## src/rtl/ddrdes_pkg.sv

```systemverilog
`timescale 1ns/1ps
package ddrdes_pkg;
   // bit-reverse a word of the given width
   function automatic logic [31:0] flip_bits(input logic [31:0] v, input int w);
      logic [31:0] r;
      r = '0;
      for (int i = 0; i < 32; i++) begin
         if (i < w) r[w-1-i] = v[i];
      end
      return r;
   endfunction
endpackage

```

## src/rtl/ddr_capture.sv

```systemverilog
`timescale 1ns/1ps
module ddr_capture #(
   parameter int W = 9
) (
   input  logic         clk_i,
   input  logic         rst_i,
   input  logic [W-1:0] d_i,
   output logic [W-1:0] rise_o,
   output logic [W-1:0] fall_o
);
   // rise_o holds the older slot of a pair, fall_o the newer one
   always_ff @(posedge clk_i) begin
      if (rst_i) rise_o <= '0;
      else       rise_o <= d_i;
   end

   always_ff @(negedge clk_i) begin
      if (rst_i) fall_o <= '0;
      else       fall_o <= d_i;
   end
endmodule

```

## src/rtl/frame_tracker.sv

```systemverilog
`timescale 1ns/1ps
module frame_tracker #(
   parameter int WORD_W = 12
) (
   input  logic clk_i,
   input  logic rst_i,
   input  logic f_rise_i,
   input  logic f_fall_i,
   output logic edge_late_o,
   output logic load_o,
   output logic valid_o,
   output logic locked_o
);
   localparam int CNT_W   = $clog2(2 * WORD_W + 4);
   localparam int CNT_MAX = (1 << CNT_W) - 1;

   logic             prev_f;
   logic             have_ref;
   logic [CNT_W-1:0] slot_cnt;
   logic             hit_early, hit_late, hit_any, overdue;
   logic [CNT_W:0]   gap;

   assign hit_early   = !prev_f && f_rise_i;
   assign hit_late    = !f_rise_i && f_fall_i;
   assign hit_any     = hit_early || hit_late;
   assign gap         = {1'b0, slot_cnt} + (hit_early ? 1 : 2);
   assign load_o      = hit_any && have_ref && (gap == WORD_W);
   assign edge_late_o = hit_late;
   assign overdue     = !hit_any && (({1'b0, slot_cnt} + 2) >= WORD_W);

   always_ff @(posedge clk_i) begin
      if (rst_i) begin
         prev_f   <= 1'b0;
         have_ref <= 1'b0;
         slot_cnt <= '0;
         valid_o  <= 1'b0;
         locked_o <= 1'b0;
      end else begin
         prev_f  <= f_fall_i;
         valid_o <= load_o;
         if (hit_any) begin
            have_ref <= 1'b1;
            slot_cnt <= hit_early ? CNT_W'(1) : CNT_W'(0);
            locked_o <= load_o;
         end else begin
            if (slot_cnt < CNT_W'(CNT_MAX - 1)) slot_cnt <= slot_cnt + CNT_W'(2);
            else                                 slot_cnt <= CNT_W'(CNT_MAX);
            if (overdue) locked_o <= 1'b0;
         end
      end
   end

   AST_STROBE_LOCKED: assert property (@(posedge clk_i) disable iff (rst_i)
      valid_o |-> locked_o);
   AST_LOCK_WITH_STROBE: assert property (@(posedge clk_i) disable iff (rst_i)
      $rose(locked_o) |-> valid_o);
   AST_STROBE_SINGLE: assert property (@(posedge clk_i) disable iff (rst_i)
      valid_o |=> !valid_o);
   AST_UNLOCK_NO_STROBE: assert property (@(posedge clk_i) disable iff (rst_i)
      $fell(locked_o) |-> !valid_o);
endmodule

```

## src/rtl/lane_assembler.sv

```systemverilog
`timescale 1ns/1ps
module lane_assembler
   import ddrdes_pkg::*;
#(
   parameter int WORD_W = 12
) (
   input  logic              clk_i,
   input  logic              rst_i,
   input  logic              bit_rise_i,
   input  logic              bit_fall_i,
   input  logic              edge_late_i,
   input  logic              load_i,
   input  logic              lsb_first_i,
   output logic [WORD_W-1:0] word_o
);
   localparam int HIST_W = WORD_W + 2;

   logic [HIST_W-1:0] hist;
   logic [HIST_W-1:0] hist_nx;
   logic [WORD_W-1:0] in_order;
   logic [WORD_W-1:0] arranged;
   logic [31:0]       flipped;

   assign hist_nx  = {hist[WORD_W-1:0], bit_rise_i, bit_fall_i};
   // boundary on newer slot: word ends one slot later in the history
   assign in_order = edge_late_i ? hist_nx[WORD_W:1] : hist_nx[WORD_W+1:2];
   assign flipped  = flip_bits(32'(in_order), WORD_W);
   assign arranged = lsb_first_i ? flipped[WORD_W-1:0] : in_order;

   always_ff @(posedge clk_i) begin
      if (rst_i) begin
         hist   <= '0;
         word_o <= '0;
      end else begin
         hist <= hist_nx;
         if (load_i) word_o <= arranged;
      end
   end

   AST_WORD_HOLD: assert property (@(posedge clk_i) disable iff (rst_i)
      !load_i |=> $stable(word_o));
endmodule

```

## src/rtl/mc_lane_deser.sv

```systemverilog
`timescale 1ns/1ps
module mc_lane_deser #(
   parameter int LANES  = 8,
   parameter int WORD_W = 12
) (
   input  logic                      clk_bit_i,
   input  logic                      rst_i,
   input  logic                      frame_i,
   input  logic [LANES-1:0]          lane_i,
   input  logic                      lsb_first_i,
   output logic [LANES*WORD_W-1:0]   words_o,
   output logic                      valid_o,
   output logic                      locked_o
);
   localparam int CAP_W = LANES + 1;

   generate
      if (WORD_W % 2 != 0) begin : g_bad_width
         $error("WORD_W must be even for two bits per clock");
      end
      if (WORD_W < 4 || WORD_W > 32) begin : g_bad_range
         $error("WORD_W must lie in 4..32");
      end
      if (LANES < 1) begin : g_bad_lanes
         $error("LANES must be at least 1");
      end
   endgenerate

   logic [CAP_W-1:0] cap_rise, cap_fall;
   logic             edge_late, load;

   ddr_capture #(.W(CAP_W)) cap_i (
      .clk_i  (clk_bit_i),
      .rst_i  (rst_i),
      .d_i    ({frame_i, lane_i}),
      .rise_o (cap_rise),
      .fall_o (cap_fall)
   );

   frame_tracker #(.WORD_W(WORD_W)) trk_i (
      .clk_i       (clk_bit_i),
      .rst_i       (rst_i),
      .f_rise_i    (cap_rise[LANES]),
      .f_fall_i    (cap_fall[LANES]),
      .edge_late_o (edge_late),
      .load_o      (load),
      .valid_o     (valid_o),
      .locked_o    (locked_o)
   );

   for (genvar n = 0; n < LANES; n++) begin : g_lane
      lane_assembler #(.WORD_W(WORD_W)) asm_i (
         .clk_i       (clk_bit_i),
         .rst_i       (rst_i),
         .bit_rise_i  (cap_rise[n]),
         .bit_fall_i  (cap_fall[n]),
         .edge_late_i (edge_late),
         .load_i      (load),
         .lsb_first_i (lsb_first_i),
         .word_o      (words_o[n*WORD_W +: WORD_W])
      );
   end

   AST_RESET_QUIET: assert property (@(posedge clk_bit_i)
      $past(rst_i) |-> (!valid_o && !locked_o && words_o == '0));
endmodule

```

## config.mk

```make
export PLATFORM = sky130hd
export DESIGN_NAME = mc_lane_deser
export DESIGN_NICKNAME = d
export VERILOG_FILES = /design/src/rtl/ddrdes_pkg.sv /design/src/rtl/ddr_capture.sv /design/src/rtl/frame_tracker.sv /design/src/rtl/lane_assembler.sv /design/src/rtl/mc_lane_deser.sv
export SDC_FILE = /design/constraint.sdc
export NUM_CORES = 1
export LEC_CHECK = 0
export BUFFER_PORTS_ARGS = -buffer_cell sky130_fd_sc_hd__buf_2
export CAP_MARGIN = 20
export CORE_MARGIN = 1
export CORE_UTILIZATION = 55
export DETAILED_ROUTE_END_ITERATION = 16
export PLACE_DENSITY = 0.76
export SYNTH_ARGS = -nofsm -noshare
export SYNTH_HDL_FRONTEND = slang
export SYNTH_HIERARCHICAL = 1
export SYNTH_SLANG_ARGS = --single-unit
```

## constraint.sdc

```tcl
create_clock -name clk_bit_i -period 8.7 [get_ports clk_bit_i]
set_input_delay 1.74 -clock clk_bit_i [delete_from_list [all_inputs] [get_ports clk_bit_i]]
set_output_delay 1.74 -clock clk_bit_i [all_outputs]
set_load 0.1 [all_outputs]
```

After elaboration in Yosys (flattened, before gate mapping)
Index checks and enable logic that the tools add are counted.
{ "classes": {"addsub": 3, "magnitude_cmp": 2, "n_eq_ne": 1, "n_mux": 23, "reduce_logical": 10} }
{ "ops": {"columns": ["operator", "n"], "rows": [
  ["$mux 12", 16],
  ["$ge 32x4->1 const B", 1],
  ["$mux 5", 2],
  ["$mux 9", 1],
  ["$add 5x2->6 const B", 1],
  ["$add 5x6->6", 1],
  ["$eq 6x4->1 const B", 1],
  ["$add 5x2->5 const B", 1],
  ["$logic_and 1x1->1", 5],
  ["$lt 5x5->1 const B", 1],
  ["$logic_not 1->1", 3],
  ["$mux 1", 3],
  ["$mux 2", 1],
  ["$reduce_bool 2->1", 1],
  ["$logic_or 1x1->1", 1]
]} }
{ "totals": {"regBits": 219, "input_bits": 12, "output_inout_bits": 98, "wordCells": 62} }

Depth between registers and ports, before layout
Gate-level depths: netlist of the first run.
{ "logic_depth": {"depth_word": 7, "mapped_depth": 9, "mapped_depth_nobuf": 8} }

Hierarchy
Netlist of the first run, hierarchy kept.
{ "by_module_without_submodules": {"columns": ["mod", "n_inst", "cells_each", "area_each_um2", "seq_area_each_um2"], "rows": [
  ["lane_assembler", 8, 84, 1008.5, 480.5],
  ["frame_tracker", 1, 49, 449.2, 180.2],
  ["ddr_capture", 1, 28, 420.4, 360.3]
]} }

==> results of run 1 <==
-- worst min path at each step --
stage                                  startpoint                                 end  slack [ns]  depth (start not counted)
after CTS                 cap_i/rise_o[0]$_DFF_P_  g_lane[0].asm_i/hist[1]$_SDFF_PP0_        0.46                          1
after global placement    cap_i/rise_o[2]$_DFF_P_  g_lane[2].asm_i/hist[1]$_SDFF_PP0_        0.45                          1
final                     cap_i/rise_o[0]$_DFF_P_  g_lane[0].asm_i/hist[1]$_SDFF_PP0_        0.46                          1
after floorplan           cap_i/rise_o[0]$_DFF_P_  g_lane[0].asm_i/hist[1]$_SDFF_PP0_        0.44                          1
after global routing      cap_i/rise_o[3]$_DFF_P_  g_lane[3].asm_i/hist[1]$_SDFF_PP0_        0.49                          1
after detailed placement  cap_i/rise_o[0]$_DFF_P_  g_lane[0].asm_i/hist[1]$_SDFF_PP0_        0.46                          1
-- routing by layer --
metal / track usage (%) / vias up
met5: 0 / -
met1: 28.5 / 3006
li1: - / 3002
met3: 4.17 / 26
met2: 35.4 / 119
met4: 5.68 / 0
-- stage by stage --
stage          power [µW]  hold WS [ns]  instances
5_1_grt              2110         0.486       1082
2_1_floorplan        1110         0.438        749
3_5_place_dp         1130         0.460       1034
4_1_cts              2050         0.463       1082
3_3_place_gp         1130         0.453       1034
6_report             2030         0.462       1082
-- where the power goes --
group	internal, µW	switching [µW]	leakage [µW]
Clock	545	385	0.000383
Combinational	29.9	47.7	0.00180
Sequential	1020	9.51	0.00177
Total	1590	442	0.00396
-- state kept, by name (all words and copies together), names as in the netlist --
name / flops
trk_i/prev_f: 1
g_lane.asm_i/word_o: 96
cap_i/rise_o: 9
trk_i/have_ref: 1
cap_i/fall_o: 9
g_lane.asm_i/hist: 96
trk_i/valid_o: 1
trk_i/slot_cnt: 5
trk_i/locked_o: 1
-- cell type report --
type,count,area (µm²)
clock buffers,32,639
clock inverters,17,100
fillers,1281,5620
inverters,2,7.51
multi-input cells,479,4250
flip-flops and latches,219,4380
well taps,216,270
repair buffers,117,612
-- critical path, stage by stage (launching register included) --
cell and delay [ns]:
dfxtp_1 0.31, nor2b_4 0.14, buf_4 0.48, buf_4 0.85, mux2i_1 0.37, o221ai_1 0.17
-- cells in the mapped netlist, drive strengths merged --
cell / number / area share [%]
a21o: 1 / 0.084
nor3: 4 / 0.28
a21oi: 4 / 0.22
nand2b: 3 / 0.21
clkbuf: 24 / 1.0
nand3b: 16 / 1.7
inv: 3 / 0.13
nor2: 7 / 0.29
xor2: 1 / 0.098
or3b: 112 / 11
o221ai: 96 / 12
nor2b: 107 / 7.5
or3: 2 / 0.20
o211ai: 1 / 0.14
buf: 24 / 2.5
nand3: 2 / 0.11
nor4: 1 / 0.070
and2b: 1 / 0.11
ha: 2 / 0.28
mux2i: 113 / 13
nand2: 1 / 0.042
dfxtp: 219 / 49
o2111ai: 1 / 0.098
and2: 1 / 0.070
o31ai: 1 / 0.14
xnor2: 2 / 0.20
-- logic make-up after synthesis --
| group | share of synthesized area (%) |
|---|---|
| AND/OR/NAND/NOR | 21.8 |
| flip-flops | 49.1 |
| multiplexers | 12.7 |
| AO/OA/AOI/OAI | 12.3 |
| buffers and inverters | 3.60 |
| XOR/XNOR | 0.294 |
| adder cells (fa/ha/maj) | 0.280 |
==> results.md, run 1 <==
Setup path:
- In this run the worst path has a maximum fanout of 64.
- The endpoint identified for the worst register-to-register timing path is g_lane[3].asm_i/word_o[0]$_SDFFE_PP0P_.
- At the worst endpoint, the required time is about 9 ns.
- At the worst endpoint, the arrival time is 7.28 ns.
- The critical path ends at g_lane[3].asm_i/word_o[0]$_SDFFE_PP0P_.
- In this run the critical register-to-register path is launched from cap_i/fall_o[8]$_DFF_N_.
- The critical path endpoint category is a register.
- The register-to-register setup slack is between 1.5 and 2 ns.
- The kind of launch point of the worst setup path is a register.
- The number of cells on the worst reg-to-reg path is 5.
- The most critical setup path has its startpoint at cap_i/fall_o[8]$_DFF_N_.
- The type of the worst setup path is reg2reg.

Layout:
- The most common cell after layout, fill and taps aside is dfxtp_1.
- The total inserted antenna cells is 0.
- The relative area change from synthesis to final layout is 14.9%.
- The fraction of layout cells with a size suffix above 1 is a little over a third.
- The post-route cell area is slightly above 10,000 µm².
- Leaving out fill and tap cells, the most frequent cells in the layout are dfxtp_1, mux2i_1, buf_2, nor2b_1, or3b_2.
- At the end of the flow, the number of nets in the layout was ~860.
- The fraction of the core area covered by cells at the end of the flow is roughly 65%.

Floorplan:
- The core area is about 16,000 µm².
- In this run the count of I/O pins placed on the die edge is 110.
- The number of placement rows is 46.
- In this run the vertical extent of the chip is between 100 and 150 µm.
- The die extent in x is 129 µm.
- For this configuration, the core starts out at a cell density of 56.3%.
- The die covers 16,800 µm².

CTS:
- The clock slew at the register clock pins of the worst setup and hold paths is 0.06 ns.
- The number of setup buffers added after CTS is 0.
- The number of resized instances in the post-cts repair step is 0.
- TritonCTS built the clock tree.
- The library cell used as clock root buffer is clkbuf_16.
- In this run, CTS created clock tree buffers numbering 22.
- The H-tree level count is 1.
- The sink count of the clock tree is between 200 and 250.
- The number of hold buffers added after CTS was 0.
- The buffer depth of the longest clock path is 3.
- The latest clock arrival within the worst-skew pair is between 0.5 and 0.6 ns.

Run status:
- The flow ran to the end, and the final reports show no timing, DRC or antenna violations.

Global route:
- The overall routing resource usage is about a fifth.
- The number of antenna violations at the first check in global routing came to 0.
- Entering global routing, the biggest net connects about 110 pins.
- The total grt overflow is 0.
- The via count of the first global-routing pass was ~6,000.
- The first global-routing pass estimated around 29 mm of wire.

STA:
- The total of endpoints with negative setup slack in the final report is 0.
- The worst clock skew on the final layout is 0.0685 ns.
- The actual transition at the worst max-transition pin is between 0.9 and 1 ns.
- The final hold violation count is 0.
- The total count of max-transition violations in the final report was 0.
- The worst path setup slack after routing is around 1.8 ns.
- Measured against its own limit, the worst slew margin works out to ~36%.
- Setup repair after global routing left no endpoint under its margin.
- The total negative slack is 0 ns.

Run:
- Max-cap violations in this run came to 0.

Drt:
- The sum of met3 wire segment lengths after detailed routing is approximately 800 µm.
- The routed design uses approximately 8.5 mm of met2 wire.
- The top routing layer in use is met4.
- The average via count per standard cell is 5.69.
- Summing over every cut layer, the via total after detailed routing is ~6,200.
- The number of violations reported at the end of detailed-routing iteration 0 is roughly 230.
- The first detailed-routing pass ran for 4 iterations.
- The number of design rule violations left after detail routing is 0.
- The number of nets with antenna violations after detailed routing is 0.
- Dividing the detail-routed wire length by the instance count gives roughly 17 µm.
- In the final routing, the length of wire on met1 measures 8.33 mm.
- After detailed routing, the total wire length is ~18 mm.

Power:
- The power per cell area is 198 nW/µm².
- The maximum vdd ir drop is 0.141 mV.
- In this run the static leakage power is approximately 0.0040 µW.

Synthesis:
- In this run, synthesis produced a sequential element count of between 200 and 250.
- Yosys printed 6 warnings.
- The synthesized netlist cell count is roughly 750.
- The post-synth design cell area is 8940 µm².
- Counting distinct cell types in the post-synthesis netlist gives 33.
- Sequential cells were found to cover between 40% and 50% of the synthesized design area.
- Synthesis produced a netlist with a net count of around 760.
- Dividing the synthesized area by the synthesized cell count gives 11.9 µm².

Placed design:
- At the placement stage, the worst setup path has a slack of 1.76 ns.
- The wire-length estimate of the detail-placed layout is 11.4 mm.
- The cell area after placement is between 9000 and 10,000 µm².
- During placement, the flow inserted port buffers numbering ~110.
- The final weighted congestion of routability-driven global placement is between 0.7 and 0.8.

Hold path:
- The type of the tightest min-delay check is reg2reg.
No activity file was read; power rests on OpenSTA's default activity.
==> run 2: changes to the inputs <==
Settings changed: ABC_AREA set to 1.
Clock period 8.7 ns to 7.2 ns, I/O delays scaled along.
==> run 2 against run 1 <==
Against the previous run: worst setup slack got worse by 0.39 ns; die area rose by 9.1%; register-to-register slack got worse by 0.39 ns; combinational power rose by 120%; non-clock buffer count rose by 4; core utilization barely moved; synthesized area rose by 9.2%; synthesized cell count rose by 94%; sequential share of layout area fell by 3.5 points; cell area rose by 8.8%; hold slack got worse by 0.029 ns; critical endpoint is now g_lane[2].asm_i/word_o[9]$_SDFFE_PP0P_.
==> results.md, run 2 <==
Synthesis:
- The synthesized netlist cell count was 1,454 (+94%).
- The portion of netlist area occupied by mux cells is 0% (-13 points).
- The number of warning messages in the yosys log was 6 (unchanged).
- The number of unique standard cell types used by synthesis is 20 (-39%).
- The biggest area contributor in the post-synthesis netlist is dfxtp_1.
- The commonest cells after synthesis are nor2_1, nand3_1, inv_1.
- Among all flip-flop cells after synthesis, the most frequent one is dfxtp_1.
- The proportion of synthesized flip-flops having asynchronous set or reset is 0% (unchanged).
- The net count of the mapped netlist is 1,468 (+92%).
- The compound-cell area share of the yosys netlist is 0.308% (-12 points).
- Among all cell types in the netlist, the one instantiated most often is nor2_1.
- The area share of and/or/nand/nor cells after synthesis is 40.6% (+19 points).
- The count of flip-flops with a built-in enable after synthesis was 0 (unchanged).
- By area, the combinational part of the netlist is dominated by simple AND/OR/NAND/NOR gates.
- The proportion of netlist area held by the largest area contributor is 44.9% (-4.1 points).
- The average footprint of a synthesized cell is 6.71 µm² (-44%).
- The share of the synthesized netlist area taken by xor and xnor gates is 0.0897% (-0.20 points).
- The post-synthesis register bit count was 219 (unchanged).
- By area the synthesized netlist is led by dfxtp_1, nand3_1, nor2_1.
- The fraction of the mapped netlist area in adder cells was 0.256% (-0.024 points).
- The post-synth design cell area is 9760 µm² (+9.2%).
- The register area share after synthesis is 44.9% (-4.1 points).

STA:
- The total negative slack is 0 ns (unchanged).
- The actual transition at the worst max-transition pin came to 0.693 ns (-0.271 ns).
- The max-slew headroom at the worst pin is 53.8% (+18 points).
- The total count of max-transition violations in the final report came to 0 (unchanged).
- The final hold violation count is 0 (unchanged).
- The total of endpoints with negative setup slack in the final report was 0 (unchanged).
- Setup repair after global routing left no endpoint under its margin.
- The worst clock skew on the final layout was 0.0732 ns (+0.00472 ns).

Drt:
- The number of violations reported at the end of detailed-routing iteration 0 is 510 (+120%).
- The number of vias in the routed layout is 8,719 (+42%).
- The number of nets with antenna violations after detailed routing was 0 (unchanged).
- The final routed wirelength across all metal layers was 20.6 mm (+15%).
- The number of design rule violations left after detail routing is 0 (unchanged).
- The first-pass iteration count of the detailed router is 5 (+1).
- The routed wire length per instance was 11.5 µm (-30%).
- The average via count per standard cell is 4.88 (-14%).

Layout:
- The total inserted antenna cells came to 0 (unchanged).
- In the layout the commonest cells are nor2_1, nand3_1, inv_1, nand2_1, dfxtp_1.
- Leaving out fill and tap cells, the most frequent cell in the layout is nor2_1.
- The largest registers in the layout are g_lane.asm_i/hist: 96 flops, g_lane.asm_i/word_o: 96 flops.
- The number of nets at the end of the flow is 1,558 (+80%).
- The fraction of layout cells with a size suffix above 1 is 15.4% (-20 points).
- The area growth from synthesis to layout is 14.4%.
- The fraction of the core area covered by cells at the end of the flow is 64.6% (about the same).

CTS:
- The number of resized instances in the post-cts repair step is 0 (unchanged).
- The sink count of the clock tree is 219 (unchanged).
- The latest clock arrival within the worst-skew pair was 0.57 ns (about the same).
- The buffer depth of the longest clock path is 3 (unchanged).
- The clock slew at the register clock pins of the worst setup and hold paths was 0.06 ns (about the same).
- The H-tree level count came to 1 (unchanged).
- The post-CTS setup buffer count is 0 (unchanged).
- The TritonCTS buffer count is 24 (+9.1%).
- TritonCTS built the clock tree.
- The hold buffer count at cts is 0 (unchanged).
- The library cell used as clock root buffer is clkbuf_16.

Setup path:
- The required time at the worst-slack endpoint is 7.61 ns (-1.45 ns).
- The critical path endpoint category is a register.
- The critical-path maximum fanout came to 95 (+48%).
- STA classifies the critical path startpoint as a register.
- The worst setup path is of the reg2reg kind.
- The data arrival time of the critical path is 6.23 ns (-1.05 ns).

Power:
- The total power consumption of the routed design is 2690 µW (+32%).
- The net switching power is 624 µW (+41%).
- The clock power share came to 48.0% (+2.3 points).
- The cell internal power dissipation is 2070 µW (+30%).
- The maximum vdd ir drop is 0.174 mV (+24%).
- The power per cell area was 241 nW/µm² (+22%).
- The part of the total power dissipated in combinational logic came to 6.2% (+2.4 points).
- The sequential share of power is 45.8% (-4.7 points).
- The leakage power of the design is 0.00573 µW (+45%).
- The share of total power consumed by net switching is 23.2% (+1.4 points).

Global route:
- The overall routing resource usage is 23.2% (+1.9 points).
- The number of antenna violations at the first check in global routing is 1 (+1).
- The largest net degree at the start of global routing came to 96 (-11%).
- The first-pass GRT wire length came to 35.6 mm (+21%).
- The via count of the first global-routing pass was 8,128 (+35%).
- The total grt overflow is 0 (unchanged).

Floorplan:
- The core area was 17,300 µm² (+8.9%).
- The area of the die is 18,300 µm² (+9.1%).
- The chip height is 135 µm (+4.4%).
- The number of top-level pins is 110 (unchanged).
- The starting density of the core is 56.4% (+0.18 points).
- The number of placement rows came to 48 (+4.3%).
- The die extent in x is 135 µm (+4.4%).

Run:
- The number of maximum-capacitance violations is 0 (unchanged).

Hold path:
- The path class of the tightest hold or removal check is reg2reg.

Run status:
- The run finished with clean final reports.

Placed design:
- The final weighted congestion of routability-driven global placement is 0.817 (+12%).
- The final HPWL from detailed placement is 13.3 mm (+17%).
- The number of port buffers is 109 (unchanged).
[run 2: changes by cell type in the layout (fill, tap and decap cells not counted), moves of 32 or more]
cell	before	now
inv_1	11	253
o221ai_2	32	0
mux2i_1	113	0
nor2_1	7	303
nand2_1	1	241
nand2_2	0	65
nand3_1	2	291
o221ai_1	64	0
nor2b_1	106	0
or3b_2	104	0
[run 2: kinds of logic (layout without fill, tap and decap cells)]
logic type	Yosys count	count (layout)
and+or+nand+nor	907	907
AOI/OAI and AO/OA	6	6
adders and majority gates	2	2
xor gates and xnor gates	1	1
DFF	219	219
buffers and inverters	319	427
[run 2: final cells by class]
type                    count  area, µm²
repair buffers            121        644
fillers                  1593       6130
flip-flops and latches    219       4380
inverters                 253        956
well taps                 225        282
clock inverters            22        146
multi-input cells         916       4020
clock buffers              31        733
[run 2: layer usage]
metal  share of wire [%]  wire, µm  global-route usage, %
met1                  45      9350                   29.3
met3                 5.1      1040                   3.11
met5                   0         0                      0
met4                 2.3       469                   8.30
met2                  47      9770                   40.5
[run 2: path summary, 6_finish.rpt]
kind / startpoint / to / slack, ns / cells past startpoint
worst max-delay path: cap_i/fall_o[8]$_DFF_N_ / g_lane[2].asm_i/word_o[9]$_SDFFE_PP0P_ / 1.38 / 10
worst min-delay path: cap_i/rise_o[1]$_DFF_P_ / g_lane[1].asm_i/hist[1]$_SDFF_PP0_ / 0.43 / 2
worst max register to register: cap_i/fall_o[8]$_DFF_N_ / g_lane[2].asm_i/word_o[9]$_SDFFE_PP0P_ / 1.38 / 10
worst min register to register: cap_i/rise_o[1]$_DFF_P_ / g_lane[1].asm_i/hist[1]$_SDFF_PP0_ / 0.43 / 2
[run 2: power by group through the flow]
stage	Clock, µW	Combinational [µW]	Sequential [µW]
final	1290	167	1230
after global routing	1370	191	1240
after CTS	1320	167	1230
after detailed placement	8.56	164	1260
after global placement	8.56	159	1260
after floorplan	8.56	137	1260
[run 2: per-stage QoR]
stage          instances  setup slack, ns  instance area (µm²)  hold slack, ns
5_1_grt             1787             1.14                11200           0.454
2_1_floorplan       1454             1.63                 9760           0.410
6_report            1787             1.38                11200           0.433
4_1_cts             1787             1.36                11200           0.435
3_5_place_dp        1735             1.34                10300           0.423
3_3_place_gp        1735             1.38                10300           0.417
[run 2: worst max-delay path, cell delays in order (launching register included)]
cell and delay (ns):
dfxtp_1 0.32, nand2_1 0.12, nand2_4 0.10, nand3_2 0.06, nor2_2 0.13, nand2_1 0.12, inv_6 0.52, buf_4 0.41
nand3_1 0.15, nand2_1 0.07, inv_1 0.03
